**src/rtl/hbus_pkg.sv**
```systemverilog
package hbus_pkg;

  typedef enum logic [1:0] {
    OP_REG_WR = 2'd0,
    OP_REG_RD = 2'd1,
    OP_MEM_WR = 2'd2,
    OP_MEM_RD = 2'd3
  } hop_e;

  localparam int ADDR_W = 22;
  localparam int WORD_W = 32;

  localparam logic [3:0] SA_RDAT0 = 4'h0;
  localparam logic [3:0] SA_RADR0 = 4'h4;
  localparam logic [3:0] SA_RADR1 = 4'h5;
  localparam logic [3:0] SA_RMODE = 4'h7;
  localparam logic [3:0] SA_MDAT0 = 4'h8;
  localparam logic [3:0] SA_MADR0 = 4'hC;
  localparam logic [3:0] SA_MADR1 = 4'hD;
  localparam logic [3:0] SA_MADR2 = 4'hE;
  localparam logic [3:0] SA_IDLE  = 4'hF;

  localparam logic [7:0] RMODE_WR = 8'h01;
  localparam logic [7:0] RMODE_RD = 8'h00;

  typedef struct packed {
    logic [3:0] sub;
    logic [7:0] dat;
  } step_t;

  function automatic logic [7:0] lane_of(input logic [WORD_W-1:0] w, input logic [1:0] k);
    case (k)
      2'd0:    return w[7:0];
      2'd1:    return w[15:8];
      2'd2:    return w[23:16];
      default: return w[31:24];
    endcase
  endfunction

  function automatic logic is_read_op(input hop_e op);
    return op[0];
  endfunction

  // number of byte writes issued before the ready wait
  function automatic logic [2:0] wr_count(input hop_e op);
    return is_read_op(op) ? 3'd3 : 3'd7;
  endfunction

  // sub-address and data of write step i
  function automatic step_t wr_step(input hop_e op, input logic [2:0] i,
                                    input logic [ADDR_W-1:0] a, input logic [WORD_W-1:0] w);
    step_t s;
    s.sub = SA_IDLE;
    s.dat = 8'hFF;
    case (op)
      OP_REG_WR: begin
        if (i < 3'd4) begin
          s.sub = SA_RDAT0 + {2'b00, i[1:0]};
          s.dat = lane_of(w, i[1:0]);
        end else if (i == 3'd4) begin
          s.sub = SA_RADR0; s.dat = a[7:0];
        end else if (i == 3'd5) begin
          s.sub = SA_RADR1; s.dat = a[15:8];
        end else begin
          s.sub = SA_RMODE; s.dat = RMODE_WR;
        end
      end
      OP_REG_RD: begin
        if (i == 3'd0) begin
          s.sub = SA_RADR0; s.dat = a[7:0];
        end else if (i == 3'd1) begin
          s.sub = SA_RADR1; s.dat = a[15:8];
        end else begin
          s.sub = SA_RMODE; s.dat = RMODE_RD;
        end
      end
      OP_MEM_WR: begin
        if (i < 3'd4) begin
          s.sub = SA_MDAT0 + {2'b00, i[1:0]};
          s.dat = lane_of(w, i[1:0]);
        end else if (i == 3'd4) begin
          s.sub = SA_MADR2; s.dat = {1'b1, 1'b0, a[21:16]};
        end else if (i == 3'd5) begin
          s.sub = SA_MADR1; s.dat = a[15:8];
        end else begin
          s.sub = SA_MADR0; s.dat = a[7:0];
        end
      end
      default: begin
        if (i == 3'd0) begin
          s.sub = SA_MADR2; s.dat = {1'b0, 1'b0, a[21:16]};
        end else if (i == 3'd1) begin
          s.sub = SA_MADR1; s.dat = a[15:8];
        end else begin
          s.sub = SA_MADR0; s.dat = a[7:0];
        end
      end
    endcase
    return s;
  endfunction

  // result lane filled by read step k
  function automatic logic [1:0] rd_lane(input hop_e op, input logic [1:0] k);
    return (op == OP_MEM_RD) ? (2'd3 - k) : k;
  endfunction

  // sub-address of read step k
  function automatic logic [3:0] rd_sub(input hop_e op, input logic [1:0] k);
    return ((op == OP_MEM_RD) ? SA_MDAT0 : SA_RDAT0) + {2'b00, rd_lane(op, k)};
  endfunction

endpackage

```
**src/rtl/hbus_byte_phy.sv**
```systemverilog
module hbus_byte_phy
  import hbus_pkg::*;
#(
  parameter int PHASE_CYC = 2
) (
  input  logic       clk,
  input  logic       rst_n,
  input  logic       start,
  input  logic       rd_i,
  input  logic [3:0] sub_i,
  input  logic [7:0] dat_i,
  input  logic [7:0] din,
  output logic       wr_n,
  output logic       rd_n,
  output logic       cs_n,
  output logic       doe,
  output logic [3:0] sub_o,
  output logic [7:0] dout,
  output logic [7:0] rbyte,
  output logic       byte_done
);
  localparam int CW = (PHASE_CYC > 1) ? $clog2(PHASE_CYC) : 1;
  localparam logic [CW-1:0] CLAST = CW'(PHASE_CYC - 1);

  typedef enum logic [1:0] {P_IDLE, P_SETUP, P_STROBE, P_RECOV} phase_e;

  phase_e        ph;
  logic [CW-1:0] cnt;
  logic          rd_q;
  logic [3:0]    sub_q;
  logic [7:0]    dat_q;
  logic          phase_end;
  logic          drive;
  logic          wr_phase;

  assign phase_end = (cnt == CLAST);

  always_ff @(posedge clk or negedge rst_n) begin
    if (!rst_n) begin
      ph    <= P_IDLE;
      cnt   <= '0;
      rd_q  <= 1'b0;
      sub_q <= SA_IDLE;
      dat_q <= 8'hFF;
      rbyte <= 8'h00;
    end else begin
      case (ph)
        P_IDLE: begin
          if (start) begin
            ph    <= P_SETUP;
            cnt   <= '0;
            rd_q  <= rd_i;
            sub_q <= sub_i;
            dat_q <= dat_i;
          end
        end
        P_SETUP: begin
          if (phase_end) begin
            ph  <= P_STROBE;
            cnt <= '0;
          end else begin
            cnt <= cnt + 1'b1;
          end
        end
        P_STROBE: begin
          if (phase_end) begin
            cnt <= '0;
            if (rd_q) begin
              rbyte <= din;
              ph    <= P_RECOV;
            end else begin
              ph <= P_IDLE;
            end
          end else begin
            cnt <= cnt + 1'b1;
          end
        end
        default: begin
          if (phase_end) begin
            ph  <= P_IDLE;
            cnt <= '0;
          end else begin
            cnt <= cnt + 1'b1;
          end
        end
      endcase
    end
  end

  always_comb begin
    drive     = (ph == P_SETUP) || (ph == P_STROBE);
    wr_phase  = drive && !rd_q;
    sub_o     = drive ? sub_q : SA_IDLE;
    dout      = wr_phase ? dat_q : 8'hFF;
    doe       = wr_phase;
    wr_n      = !((ph == P_STROBE) && !rd_q);
    rd_n      = !((ph == P_STROBE) && rd_q);
    cs_n      = (ph != P_STROBE);
    byte_done = phase_end && (((ph == P_STROBE) && !rd_q) || (ph == P_RECOV));
  end

endmodule

```
**src/rtl/hbus_ready_poll.sv**
```systemverilog
module hbus_ready_poll #(
  parameter int POLL_CYC = 16,
  parameter int POLL_MAX = 101
) (
  input  logic clk,
  input  logic rst_n,
  input  logic start,
  input  logic rdy_n,
  output logic active,
  output logic hit,
  output logic expire
);
  localparam int TW = (POLL_CYC > 1) ? $clog2(POLL_CYC) : 1;
  localparam int PW = (POLL_MAX > 1) ? $clog2(POLL_MAX) : 1;
  localparam logic [TW-1:0] TLAST = TW'(POLL_CYC - 1);
  localparam logic [PW-1:0] PLAST = PW'(POLL_MAX - 1);

  logic [TW-1:0] tick;
  logic [PW-1:0] polls;
  logic          tick_end;

  assign tick_end = active && (tick == TLAST);
  assign hit      = tick_end && !rdy_n;
  assign expire   = tick_end && rdy_n && (polls == PLAST);

  always_ff @(posedge clk or negedge rst_n) begin
    if (!rst_n) begin
      active <= 1'b0;
      tick   <= '0;
      polls  <= '0;
    end else if (start) begin
      active <= 1'b1;
      tick   <= '0;
      polls  <= '0;
    end else if (active) begin
      if (tick_end) begin
        tick <= '0;
        if (hit || expire) active <= 1'b0;
        else               polls  <= polls + 1'b1;
      end else begin
        tick <= tick + 1'b1;
      end
    end
  end

endmodule

```
**src/rtl/hbus_master.sv**
```systemverilog
module hbus_master
  import hbus_pkg::*;
#(
  parameter int PHASE_CYC  = 2,
  parameter int POLL_CYC   = 16,
  parameter int POLL_MAX   = 101,
  parameter int IDLE_WORDS = 6
) (
  input  logic        clk,
  input  logic        rst_n,
  input  logic        req_valid,
  output logic        req_ready,
  input  logic        req_write,
  input  logic        req_mem,
  input  logic        stream_en,
  input  logic [21:0] req_addr,
  input  logic [31:0] req_wdata,
  output logic        done,
  output logic [31:0] rd_data,
  output logic        err,
  output logic        bus_wr_n,
  output logic        bus_rd_n,
  output logic        bus_cs_n,
  input  logic        bus_rdy_n,
  output logic [3:0]  bus_sub,
  output logic [7:0]  bus_dout,
  output logic        bus_doe,
  input  logic [7:0]  bus_din
);
  localparam int GW = (IDLE_WORDS > 1) ? $clog2(IDLE_WORDS) : 1;
  localparam logic [GW-1:0] GLAST = GW'(IDLE_WORDS - 1);

  typedef enum logic [2:0] {S_IDLE, S_ISSUE, S_BUSY, S_WAIT, S_GAP} state_e;

  state_e          state;
  hop_e            op_q;
  logic            strm_q;
  logic [21:0]     addr_q;
  logic [31:0]     wdat_q;
  logic [3:0]      idx_q;
  logic [31:0]     rbuf;
  logic [31:0]     rbuf_nx;
  logic [GW-1:0]   gap_cnt;
  logic            done_q;
  logic            err_q;
  logic [31:0]     rd_q;

  // named internal events
  logic            accept;
  logic [3:0]      n_wr;
  logic            rd_phase;
  logic [1:0]      cur_k;
  logic [1:0]      cur_lane;
  step_t           cur_step;
  logic [3:0]      phy_sub_in;
  logic            last_wr;
  logic            last_rd;
  logic            stream_gap;
  logic            phy_start;
  logic            poll_start;
  logic            poll_active;
  logic            poll_hit;
  logic            poll_expire;
  logic            gap_active;
  logic            byte_done;
  logic [7:0]      phy_rbyte;
  logic            phy_doe;

  assign req_ready  = (state == S_IDLE);
  assign accept     = req_valid && req_ready;
  assign n_wr       = {1'b0, wr_count(op_q)};
  assign rd_phase   = (idx_q >= n_wr);
  assign cur_k      = 2'(idx_q - n_wr);
  assign cur_lane   = rd_lane(op_q, cur_k);
  assign cur_step   = wr_step(op_q, idx_q[2:0], addr_q, wdat_q);
  assign phy_sub_in = rd_phase ? rd_sub(op_q, cur_k) : cur_step.sub;
  assign last_wr    = !rd_phase && (idx_q == n_wr - 4'd1);
  assign last_rd    = rd_phase && (cur_k == 2'd3);
  assign stream_gap = strm_q && (op_q == OP_MEM_WR);
  assign phy_start  = (state == S_ISSUE);
  assign poll_start = (state == S_BUSY) && byte_done && last_wr && !stream_gap;
  assign gap_active = (state == S_GAP);

  always_comb begin
    rbuf_nx = rbuf;
    rbuf_nx[{cur_lane, 3'b000} +: 8] = phy_rbyte;
  end

  hbus_byte_phy #(.PHASE_CYC(PHASE_CYC)) u_phy (
    .clk       (clk),
    .rst_n     (rst_n),
    .start     (phy_start),
    .rd_i      (rd_phase),
    .sub_i     (phy_sub_in),
    .dat_i     (cur_step.dat),
    .din       (bus_din),
    .wr_n      (bus_wr_n),
    .rd_n      (bus_rd_n),
    .cs_n      (bus_cs_n),
    .doe       (phy_doe),
    .sub_o     (bus_sub),
    .dout      (bus_dout),
    .rbyte     (phy_rbyte),
    .byte_done (byte_done)
  );

  hbus_ready_poll #(.POLL_CYC(POLL_CYC), .POLL_MAX(POLL_MAX)) u_poll (
    .clk    (clk),
    .rst_n  (rst_n),
    .start  (poll_start),
    .rdy_n  (bus_rdy_n),
    .active (poll_active),
    .hit    (poll_hit),
    .expire (poll_expire)
  );

  // idle words reuse the phy's all-ones idle drive, with the data path enabled
  assign bus_doe = phy_doe || gap_active;

  always_ff @(posedge clk or negedge rst_n) begin
    if (!rst_n) begin
      state   <= S_IDLE;
      op_q    <= OP_REG_WR;
      strm_q  <= 1'b0;
      addr_q  <= '0;
      wdat_q  <= '0;
      idx_q   <= '0;
      rbuf    <= '0;
      gap_cnt <= '0;
      done_q  <= 1'b0;
      err_q   <= 1'b0;
      rd_q    <= '0;
    end else begin
      done_q <= 1'b0;
      case (state)
        S_IDLE: begin
          if (accept) begin
            op_q   <= hop_e'({req_mem, ~req_write});
            strm_q <= stream_en;
            addr_q <= req_addr;
            wdat_q <= req_wdata;
            idx_q  <= '0;
            rbuf   <= '0;
            state  <= S_ISSUE;
          end
        end
        S_ISSUE: state <= S_BUSY;
        S_BUSY: begin
          if (byte_done) begin
            if (rd_phase) rbuf <= rbuf_nx;
            if (last_wr) begin
              gap_cnt <= '0;
              state   <= stream_gap ? S_GAP : S_WAIT;
            end else if (last_rd) begin
              done_q <= 1'b1;
              err_q  <= 1'b0;
              rd_q   <= rbuf_nx;
              state  <= S_IDLE;
            end else begin
              idx_q <= idx_q + 4'd1;
              state <= S_ISSUE;
            end
          end
        end
        S_WAIT: begin
          if (poll_hit) begin
            if (is_read_op(op_q)) begin
              idx_q <= idx_q + 4'd1;
              state <= S_ISSUE;
            end else begin
              done_q <= 1'b1;
              err_q  <= 1'b0;
              rd_q   <= '0;
              state  <= S_IDLE;
            end
          end else if (poll_expire) begin
            done_q <= 1'b1;
            err_q  <= 1'b1;
            rd_q   <= '0;
            state  <= S_IDLE;
          end
        end
        S_GAP: begin
          if (gap_cnt == GLAST) begin
            done_q <= 1'b1;
            err_q  <= 1'b0;
            rd_q   <= '0;
            state  <= S_IDLE;
          end else begin
            gap_cnt <= gap_cnt + 1'b1;
          end
        end
        default: state <= S_IDLE;
      endcase
    end
  end

  assign done    = done_q;
  assign err     = err_q;
  assign rd_data = rd_q;

endmodule

```
**config.mk**
```make
export PLATFORM = sky130hd
export DESIGN_NAME = hbus_master
export DESIGN_NICKNAME = d
export VERILOG_FILES = /design/src/rtl/hbus_pkg.sv /design/src/rtl/hbus_byte_phy.sv /design/src/rtl/hbus_ready_poll.sv /design/src/rtl/hbus_master.sv
export SDC_FILE = /design/constraint.sdc
export NUM_CORES = 1
export LEC_CHECK = 0
export BUFFER_PORTS_ARGS = -buffer_cell sky130_fd_sc_hd__buf_2
export CAP_MARGIN = 20
export CORE_AREA = 2 2 182 184
export CTS_CLUSTER_DIAMETER = 30
export DETAILED_ROUTE_END_ITERATION = 7
export DIE_AREA = 0 0 184 186
export SYNTH_ARGS = -nofsm -noshare
export SYNTH_HDL_FRONTEND = slang
export SYNTH_HIERARCHICAL = 1
export SYNTH_SLANG_ARGS = --single-unit
```
**constraint.sdc**
```tcl
create_clock -name clk -period 2.7 [get_ports clk]
set_clock_uncertainty 0.1 [all_clocks]
set_input_delay 0.135 -clock clk [delete_from_list [all_inputs] [get_ports clk]]
set_output_delay 0.135 -clock clk [all_outputs]
set_load 0.01 [all_outputs]
```
======== Word level (Yosys, flattened, before mapping) ========
Index checks and enable logic that the tools add are counted.
storage, ports and cells
  output and inout bits ................... 51
  logic and storage cells ................. 209
  register bits after elaboration ......... 169
  bits of input ports ..................... 69
operators by class
  shifts and indexed selects .............. 2
  add/sub/neg operators ................... 11
  equal/unequal tests ..................... 38
  $lt $le $gt $ge ......................... 2
  reduce and logical (&&, ||, !) cells .... 47
  bitwise operators ....................... 1
  muxes and demuxes ....................... 88
operators by type and width
  kind                                                                    count
  32-bit two-way mux                                                      10
  32-bit case mux with 3 select lines                                     1
  32-bit case mux with 2 select lines                                     1
  10-bit two-way mux                                                      6
  4-bit two-way mux                                                       12
  12-bit case mux with 3 select lines                                     1
  3-bit two-way mux                                                       11
  32-bit bitwise mux                                                      1
  8-bit by 7-bit variable shift with 32-bit output, first input constant  1
  8-bit by 7-bit indexed part select with 32-bit output                   1
  7-bit two-way mux                                                       4
  8-bit case mux with 3 select lines                                      1
  1-bit two-way mux                                                       23
  2-bit != test, second input constant                                    11
  9-bit two-way mux                                                       2
  4-bit AND reduction                                                     4
  1-bit logical AND                                                       15
  3-bit case mux with 5 select lines                                      1
  7-bit AND reduction                                                     2
  2-bit equality test, second input constant                              6
  3-bit equality test, second input constant                              4
  12-bit two-way mux                                                      1
  2-bit two-way mux                                                       6
  4-bit case mux with 3 select lines                                      1
  35 further kinds                                                        63

======== Logic depth before layout (Yosys ltp) ========
Gate-level depths: netlist of the first run.
  word-level depth ........................ 11
  gate-level depth with buffers ........... 11
  mapped depth without buffers ............ 10

======== Cells and area by module ========
The synthesis of the first run kept the hierarchy.
by module, submodules not included
  module           cells an instance  sequential area each (um2)  instances  area an instance (um2)
  hbus_master      745                3328.2                      1          7579.8
  hbus_byte_phy    86                 615.6                       1          1176.1
  hbus_ready_poll  78                 300.3                       1          763.2

======== Least setup slack after synthesis of the first run ========
Ideal clock, no wire load.
  path type ............................... reg2reg
  start point ............................. register op_q[0]
  end point ............................... register u_poll.polls[0]
  required time ........................... 2472 ps
  clock period less this slack ............ 2991 ps
  setup time .............................. 128 ps
  stages on the path, launching flop included .. 10
  slack ................................... -291 ps
  buffers on the path ..................... 2
  arrival time ............................ 2763 ps
  cell sequence ........................... dfrtp_1 clkbuf_1 clkinv_1 ha_1 nor4b_1 nand3_1 nor2_1 clkbuf_1 nor2_1 mux2_1
on the way
  cells in the longest elaborated chain, start to end .. 8
  elaborated cells on any way between the ends .. 16
  those cells by class .................... add/sub (1); order compare (1); eq/ne (3); mux (2); reduce/logical (9)
RTL lines
  what                                                                                                           RTL line                              RTL
  start, declared                                                                                                hbus_master.sv:36                     hop_e op_q;
  start signal, assigned                                                                                         hbus_master.sv:138                    op_q <= hop_e'({req_mem, ~req_write});
  3-bit two-way mux                                                                                              hbus_pkg.sv:46                        return is_read_op(op) ? 3'd3 : 3'd7;
  3-bit by 1-bit subtractor with 4-bit output or 4-bit by 3-bit >= comparator with 1-bit output (tied branches)  hbus_master.sv:77, hbus_master.sv:72
  4-bit equality test or 1-bit zero test (tied branches)                                                         hbus_master.sv:77                     assign last_wr = !rd_phase && (idx_q == n_wr - 4'd1);
  1-bit logical AND                                                                                              hbus_master.sv:77
  1-bit logical AND                                                                                              hbus_master.sv:81                     assign poll_start = (state == S_BUSY) && byte_done && last_wr && !stream_gap;
  1-bit logical AND *                                                                                            hbus_master.sv:81
  net poll_start                                                                                                 hbus_master.sv:60                     logic poll_start;
  2-bit != test (no source line) or 2-bit nonzero test (tied branches)                                           -
  3-bit AND reduction (no source line)                                                                           -
  end signal, assigned                                                                                           hbus_ready_poll.sv:39                 else polls <= polls + 1'b1;
  end, declared                                                                                                  hbus_ready_poll.sv:19                 logic [PW-1:0] polls;
The timed path passes the listed nets; every way through them passes the cells marked *.
A chain may end at the register's enable or synchronous reset.

==> results of run 1 <==
## per-layer routing
metal | global-route usage | part of all wire | vias up
met5 | 0 | 0.00047 | -
met4 | 0.06432 | 0.026 | 2
met3 | 0.03033 | 0.052 | 52
met2 | 0.2587 | 0.47 | 218
met1 | 0.2214 | 0.45 | 4021
li1 | - | - | 3803
## cells in the final DEF (no fill, tap or decap), types with 9 or more instances in the layout
master	n
nor3b_1	11
o22ai_1	9
nor2_1	43
dfstp_2	12
a21oi_1	58
buf_2	118
inv_1	20
nor2b_1	22
ha_1	17
nand2_1	39
a32o_1	17
o21ai_0	41
mux2i_1	9
o221ai_1	11
a22o_1	24
nand3_1	30
o21ai_1	16
a22oi_1	38
dfrtp_1	157
and4b_1	9
buf_4	46
mux2_2	80
dlygate4sd3_1	67
a21o_1	18
nand2b_1	21
a32oi_1	18
clkbuf_16	17
## area by class of cell
type,count,area [um2],share of cell area
Clock buffer,20,456.7,0.03822
Timing Repair Buffer,236,1698,0.1421
Clock inverter,12,147.6,0.01236
Multi-Input combinational cell,643,4800,0.4017
Inverter,24,91.34,0.007645
Sequential cell,169,4244,0.3552
Tap cell,408,510.5,0.04273
## flip-flops by register name (all words and copies together) (netlist names), 7 cells and up
register      flops
addr_q           22
rbuf             32
rd_data          32
u_phy/dat_q       8
u_phy/rbyte       8
u_poll/polls      7
wdat_q           32
## worst max-delay path by stage
stage | from | to | slack (ns) | cells after the start
after detailed placement | idx_q[0] | u_poll/polls[3] | 0.12 | 9
after global placement | idx_q[0] | u_poll/polls[3] | 0.25 | 9
final | idx_q[0] | u_phy/dat_q[7] | 0.18 | 8
after CTS | idx_q[0] | u_poll/polls[3] | 0.12 | 9
after floorplan | op_q[0] | u_poll/polls[0] | 0.07 | 9
after global routing | idx_q[1] | u_phy/dat_q[4] | 0.01 | 8
## through the flow
step           std cells  setup WS (ns)  power [mW]
2_1_floorplan        909        0.06830       8.791
3_3_place_gp        1413         0.2507       10.81
3_5_place_dp        1413         0.1202       10.89
4_1_cts             1512         0.1179       13.56
5_1_grt             1512        0.01203       14.46
6_report            1512         0.1785       13.51
## cells by family after synthesis
kind of cell    count (synthesis)
xor+xnor                        3
buf+inv                        97
mux                            94
fa+ha+maj                      18
simple gates                  224
flops                         169
compound gates                304
## critical path: stages, from the launching register on
cell and delay (ns):
dfrtp_1 0.42, inv_1 0.15, ha_1 0.27, buf_4 0.19, a222oi_1 0.33, o21ai_0 0.12
a32o_1 0.21, or3_1 0.38, mux2_2 0.27
## what timing repair did
item	in CTS	in global routing
hold endpoints to repair	140	0
resized for setup	0	2
hold buffers	67	0
setup endpoints to repair	0	23
## where the power goes
part	switching (mW)	leakage, nW	internal (mW)
registers	0.874	2.02	3.40
clock network	1.03	0.296	1.50
logic	3.70	2.78	2.99
total	5.61	5.09	7.90
==> flow_metrics.py, run 1 <==
metrics = {
    "logic_synthesis": {
        "yosysWarnings": 6,
        "ys_top_cells_by_count": "dfrtp_1 (157), mux2_2 (80), a21oi_1 (58), nor2_1 (44), o21ai_0 (41)",
        "syn_area_per_cell_um2": 10.47,
        "synth_top_area_frac": 0.4127,
        "synth_top_family_by_area": "compound AO/OA/AOI/OAI gates",
        "async_flop_share": 1.000,
        "synthMuxAreaShare": 0.1119,
        "synth_top_cell_by_area": "dfrtp_1",
        "netlist-cell-type-count": 77,
        "synth.area.top_cells": "dfrtp_1 (41%), mux2_2 (9.5%), dfstp_2 (3.3%)",
        "netlist_area_um2": 9519,
        "yosysSeqAreaShare": 0.4458,
        "syn_nets": 996,
        "yosys.area_share.simple": 0.1364,
        "ys_dominant_reg_cell": "dfrtp_1",
        "synth_xor_area_frac": 0.002760,
        "synth_compound_area_frac": 0.2277,
        "yosysMostFrequentCell": "dfrtp_1",
        "synth-edff-count": 0,
        "synth_fa_ha_area_frac": 0.02366,
        "synth_seq_cells": 169,
        "syn_inst": 909,
    },
    "die": {
        "die_h_um": 186,
        "io_pins": 120,
        "row_count": 66,
        "core_area_um2": 32210,
        "dieArea_um2": 34220,
        "chipWidth_um": 184,
        "start_util": 0.2956,
    },
    "setup_path": {
        "arrival_ns": 2.78,
        "rr_startpoint": "idx_q[0]",
        "crit_path_end_kind": "flip-flop",
        "cp-start-kind": "flip-flop",
        "r2r-end": "u_phy/dat_q[7]",
        "required_ns": 2.96,
        "worstPathMaxFanout": 8,
        "crit_type": "flip-flop to flip-flop",
        "rr_worst_depth": 8,
        "reg2reg_setup_slack_ns": 0.18,
    },
    "cts": {
        "cts_tree": "yes",
        "root_buffer": "clkbuf_16",
        "clkTransAtPathRegs_ns": 0.06,
        "post_cts.repair.setup_buffers": 0,
        "clock_path_buffers": 2,
        "clk_latency_ns": 0.43,
        "clock_sinks": 169,
        "cts_max_level": 4,
        "cts_buffers": 17,
    },
    "final_layout": {
        "postLayoutCoreUtil": 0.3710,
        "area_delta_synth_final_pct": 25.51,
        "antenna_cells": 0,
        "finalInstanceArea_um2": 11950,
        "drive_above_1_share": 0.2899,
        "finalNetCount": 1178,
        "fill_cells": 3175,
    },
    "run": {
        "cap_viol_max_count": 0,
    },
    "timing": {
        "finalHoldViolCount": 0,
        "fin_crit_ns": 2.522,
        "min_period_over_period": 0.9339,
        "finalSetupViolCount": 0,
        "max_slew_margin": 0.5946,
        "hold-worst-slack_ns": 0.1431,
        "slew_violations": 0,
        "worstMarginPinSlew_ns": 0.6066,
        "clock.fmax_ghz": 0.3966,
        "fin_tns_setup_ns": 0,
        "rsz0062_at_grt": "no",
    },
    "detailed_routing": {
        "first_pass_iters": 6,
        "vias_per_cell": 5.354,
        "ant_nets": 0,
        "wire_per_inst_um": 18.27,
        "via_count": 8096,
        "routed_wl_mm": 27.63,
        "first_iter_violations": 667,
        "drc": 0,
    },
    "global_route": {
        "grt_max_degree": 66,
        "grt_pass1_wl_mm": 43.88,
        "grt_pass1_vias": 7858,
        "antenna_found_initial": 1,
        "track_usage": 0.1635,
        "grt-ovfl-total": 0,
    },
    "power_and_ir_drop": {
        "p_leak_nw": 5.094,
        "ir_worst_vdd_uv": 488.5,
        "power.density_nw_per_um2": 1131,
    },
    "run_status": {
        "status": "completed",
    },
    "placed_design": {
        "gp_congestion": 0.8365,
        "port_buffers": 119,
        "hpwl_mm": 18.99,
        "dpl_cell_area_um2": 10670,
    },
    "hold_path": {
        "hp-class": "input port to asynchronous set/reset pin",
    },
}
(Power assumes the default switching activity.)
==> run 2, diff against run 1 <==
--- a/config.mk
+++ b/config.mk
@@ -7,10 +7,10 @@
 export LEC_CHECK = 0
 export BUFFER_PORTS_ARGS = -buffer_cell sky130_fd_sc_hd__buf_2
 export CAP_MARGIN = 20
-export CORE_AREA = 2 2 182 184
+export CORE_AREA = 2 2 233 143
 export CTS_CLUSTER_DIAMETER = 30
 export DETAILED_ROUTE_END_ITERATION = 7
-export DIE_AREA = 0 0 184 186
+export DIE_AREA = 0 0 235 145
 export SYNTH_ARGS = -nofsm -noshare
 export SYNTH_HDL_FRONTEND = slang
 export SYNTH_HIERARCHICAL = 1
==> run 2 against run 1 <==
Effect of this change: via count up 1.9%; sequential share of layout area about the same; die area down 0.44%; sequential power up 2%; critical path depth unchanged; cell count up 0.99%; total power up 1.5%; global-route usage up 1.3 points; non-clock buffer count down 2; first-iteration DRC count up 35%; critical path type unchanged.
==> flow_metrics.py, run 2 (same netlist as run 1, synthesis figures left out) <==
metrics = {
    "run_status": {
        "status": "completed",
    },
    "setup_path": {
        "required_ns": 2.97,
        "crit_path_end_kind": "flip-flop",
        "cp-start-kind": "flip-flop",
        "crit_start": "idx_q[0]",
        "rr_startpoint": "idx_q[0]",
        "slowest_stage": "dfrtp_1",
        "crit_type": "flip-flop to flip-flop",
        "arrival_ns": 2.74,
        "max_stage_delay_ns": 0.43,
        "worstPathMaxFanout": 14,
        "cp_cell_sequence": "inv_1, ha_2, buf_4, nor2b_1, a32oi_1, a21oi_1, o32a_1, mux2_2",
    },
    "die": {
        "chipWidth_um": 235,
        "dieArea_um2": 34080,
        "core_area_um2": 31970,
        "start_util": 0.2978,
        "die_h_um": 145,
        "io_pins": 120,
        "row_count": 51,
    },
    "detailed_routing": {
        "drc": 0,
        "ant_nets": 0,
        "first_pass_iters": 6,
        "vias_per_cell": 5.401,
        "wire_per_inst_um": 19.58,
        "via_count": 8248,
        "routed_wl_mm": 29.90,
        "first_iter_violations": 902,
    },
    "timing": {
        "fin_crit_ns": 2.462,
        "slew_violations": 0,
        "finalHoldViolCount": 0,
        "min_period_over_period": 0.9120,
        "finalSetupViolCount": 0,
        "rsz0062_at_grt": "no",
        "worstMarginPinSlew_ns": 0.6805,
        "fin_tns_setup_ns": 0,
        "clock.fmax_ghz": 0.4061,
        "max_slew_margin": 0.5463,
    },
    "final_layout": {
        "final_cell_mix": "dfrtp_1 (157), buf_2 (118), mux2_2 (80), dlygate4sd3_1 (67), a21oi_1 (58)",
        "fill_cells": 3177,
        "ff_latch_area_um2": 4244,
        "layout_commonest_cell": "dfrtp_1",
        "area_delta_synth_final_pct": 25.46,
        "drive_above_1_share": 0.2913,
        "multiInputGateArea_um2": 4811,
        "finalNetCount": 1176,
    },
    "cts": {
        "cts_max_level": 4,
        "clk_latency_ns": 0.45,
        "clock_path_buffers": 2,
        "clkTransAtPathRegs_ns": 0.07,
        "cts_buffers": 17,
        "cts_tree": "yes",
        "clock_sinks": 169,
        "root_buffer": "clkbuf_16",
    },
    "global_route": {
        "grt_pass1_vias": 7976,
        "track_usage": 0.1761,
        "antenna_found_initial": 1,
        "grt_max_degree": 70,
        "grt-ovfl-total": 0,
        "grt_pass1_wl_mm": 47.36,
    },
    "power_and_ir_drop": {
        "power.density_nw_per_um2": 1148,
        "p_comb_frac": 0.498,
        "power.share.clock": 0.183,
        "p_sw_frac": 0.4356,
        "internal_power_mw": 7.739,
        "pwr-share-seq": 0.318,
        "ir_worst_vdd_uv": 636.2,
        "p_leak_nw": 5.069,
        "switching_power_mw": 5.973,
        "power_mw": 13.71,
    },
    "hold_path": {
        "min-delay-start": "req_valid",
        "hp-class": "input port to flip-flop",
    },
    "run": {
        "cap_viol_max_count": 0,
    },
    "placed_design": {
        "gp_congestion": 0.8607,
        "port_buffers": 119,
        "hpwl_mm": 20.75,
    },
}
run 2: cell count changes in the layout (fill, tap and decap cells not counted), sizes merged:
cell	change
inv	+8
clkinv	-4
buf	-2
bufinv	-2
clkbuf	-2
diode	+1
run 2: worst paths after layout:
path | end | slack (ns) | depth (start not counted)
max | u_phy/dat_q[1] | 0.24 | 8
min | state[2] | 0.18 | 4
max reg2reg | u_phy/dat_q[1] | 0.24 | 8
min reg2reg | rd_data[19] | 0.40 | 1
max in group asynchronous | u_phy/sub_q[1] | 1.46 | 3
min in group asynchronous | u_poll/tick[0] | 0.19 | 2
run 2: layout make-up:
cell class	instances	area share
antenna	1	0.0002095
clock buffer	18	0.03677
clock inverter	14	0.01289
inverter	24	0.007648
multi-input combinational	643	0.4028
sequential	169	0.3554
tap	424	0.04442
timing repair buffer	234	0.1399
run 2: worst max-delay path, delay by kind of cell, from the launching register on:
| kind | cells | cell delay (ns) |
|---|---|---|
| compound gates | 3 | 0.67 |
| mux | 1 | 0.27 |
| buf+inv | 2 | 0.44 |
| simple gates | 1 | 0.11 |
| fa+ha+maj | 1 | 0.35 |
| flops | 1 | 0.43 |
run 2: what timing repair did:
action	in CTS	in global routing
endpoints found under the hold margin	123	0
buffers inserted	0	0
hold buffers	67	0
endpoints found under the setup margin	0	11
gates resized for setup	0	4
run 2: power by group through the flow:
stage	clock network (mW)	registers, mW	logic (mW)
after global routing	2.68	4.47	7.49
after CTS	2.57	4.33	6.76
after global placement	0	4.36	6.56
final	2.51	4.36	6.83
after floorplan	0	3.97	4.82
after detailed placement	0	4.38	6.64
run 2: metrics by stage:
step                setup slack, ns  hold WS [ns]  cell area [um2]    util  cells
CTS                         0.09120        0.1636            11920  0.3730   1526
global placement             0.2021       0.09116            10660  0.3335   1427
detailed placement           0.1291       0.08894            10660  0.3335   1427
global route                0.03971        0.2409            11940  0.3735   1526
floorplan                   0.06830       -0.2606             9530       -    909
finish                       0.2376        0.1824            11940  0.3736   1527
run 2: metal layers:
layer  routed length [um]  GRT usage
met1                15810     0.2827
met2                11730     0.2293
met3                 1928    0.04053
met4                  437    0.04525
met5                    0          0
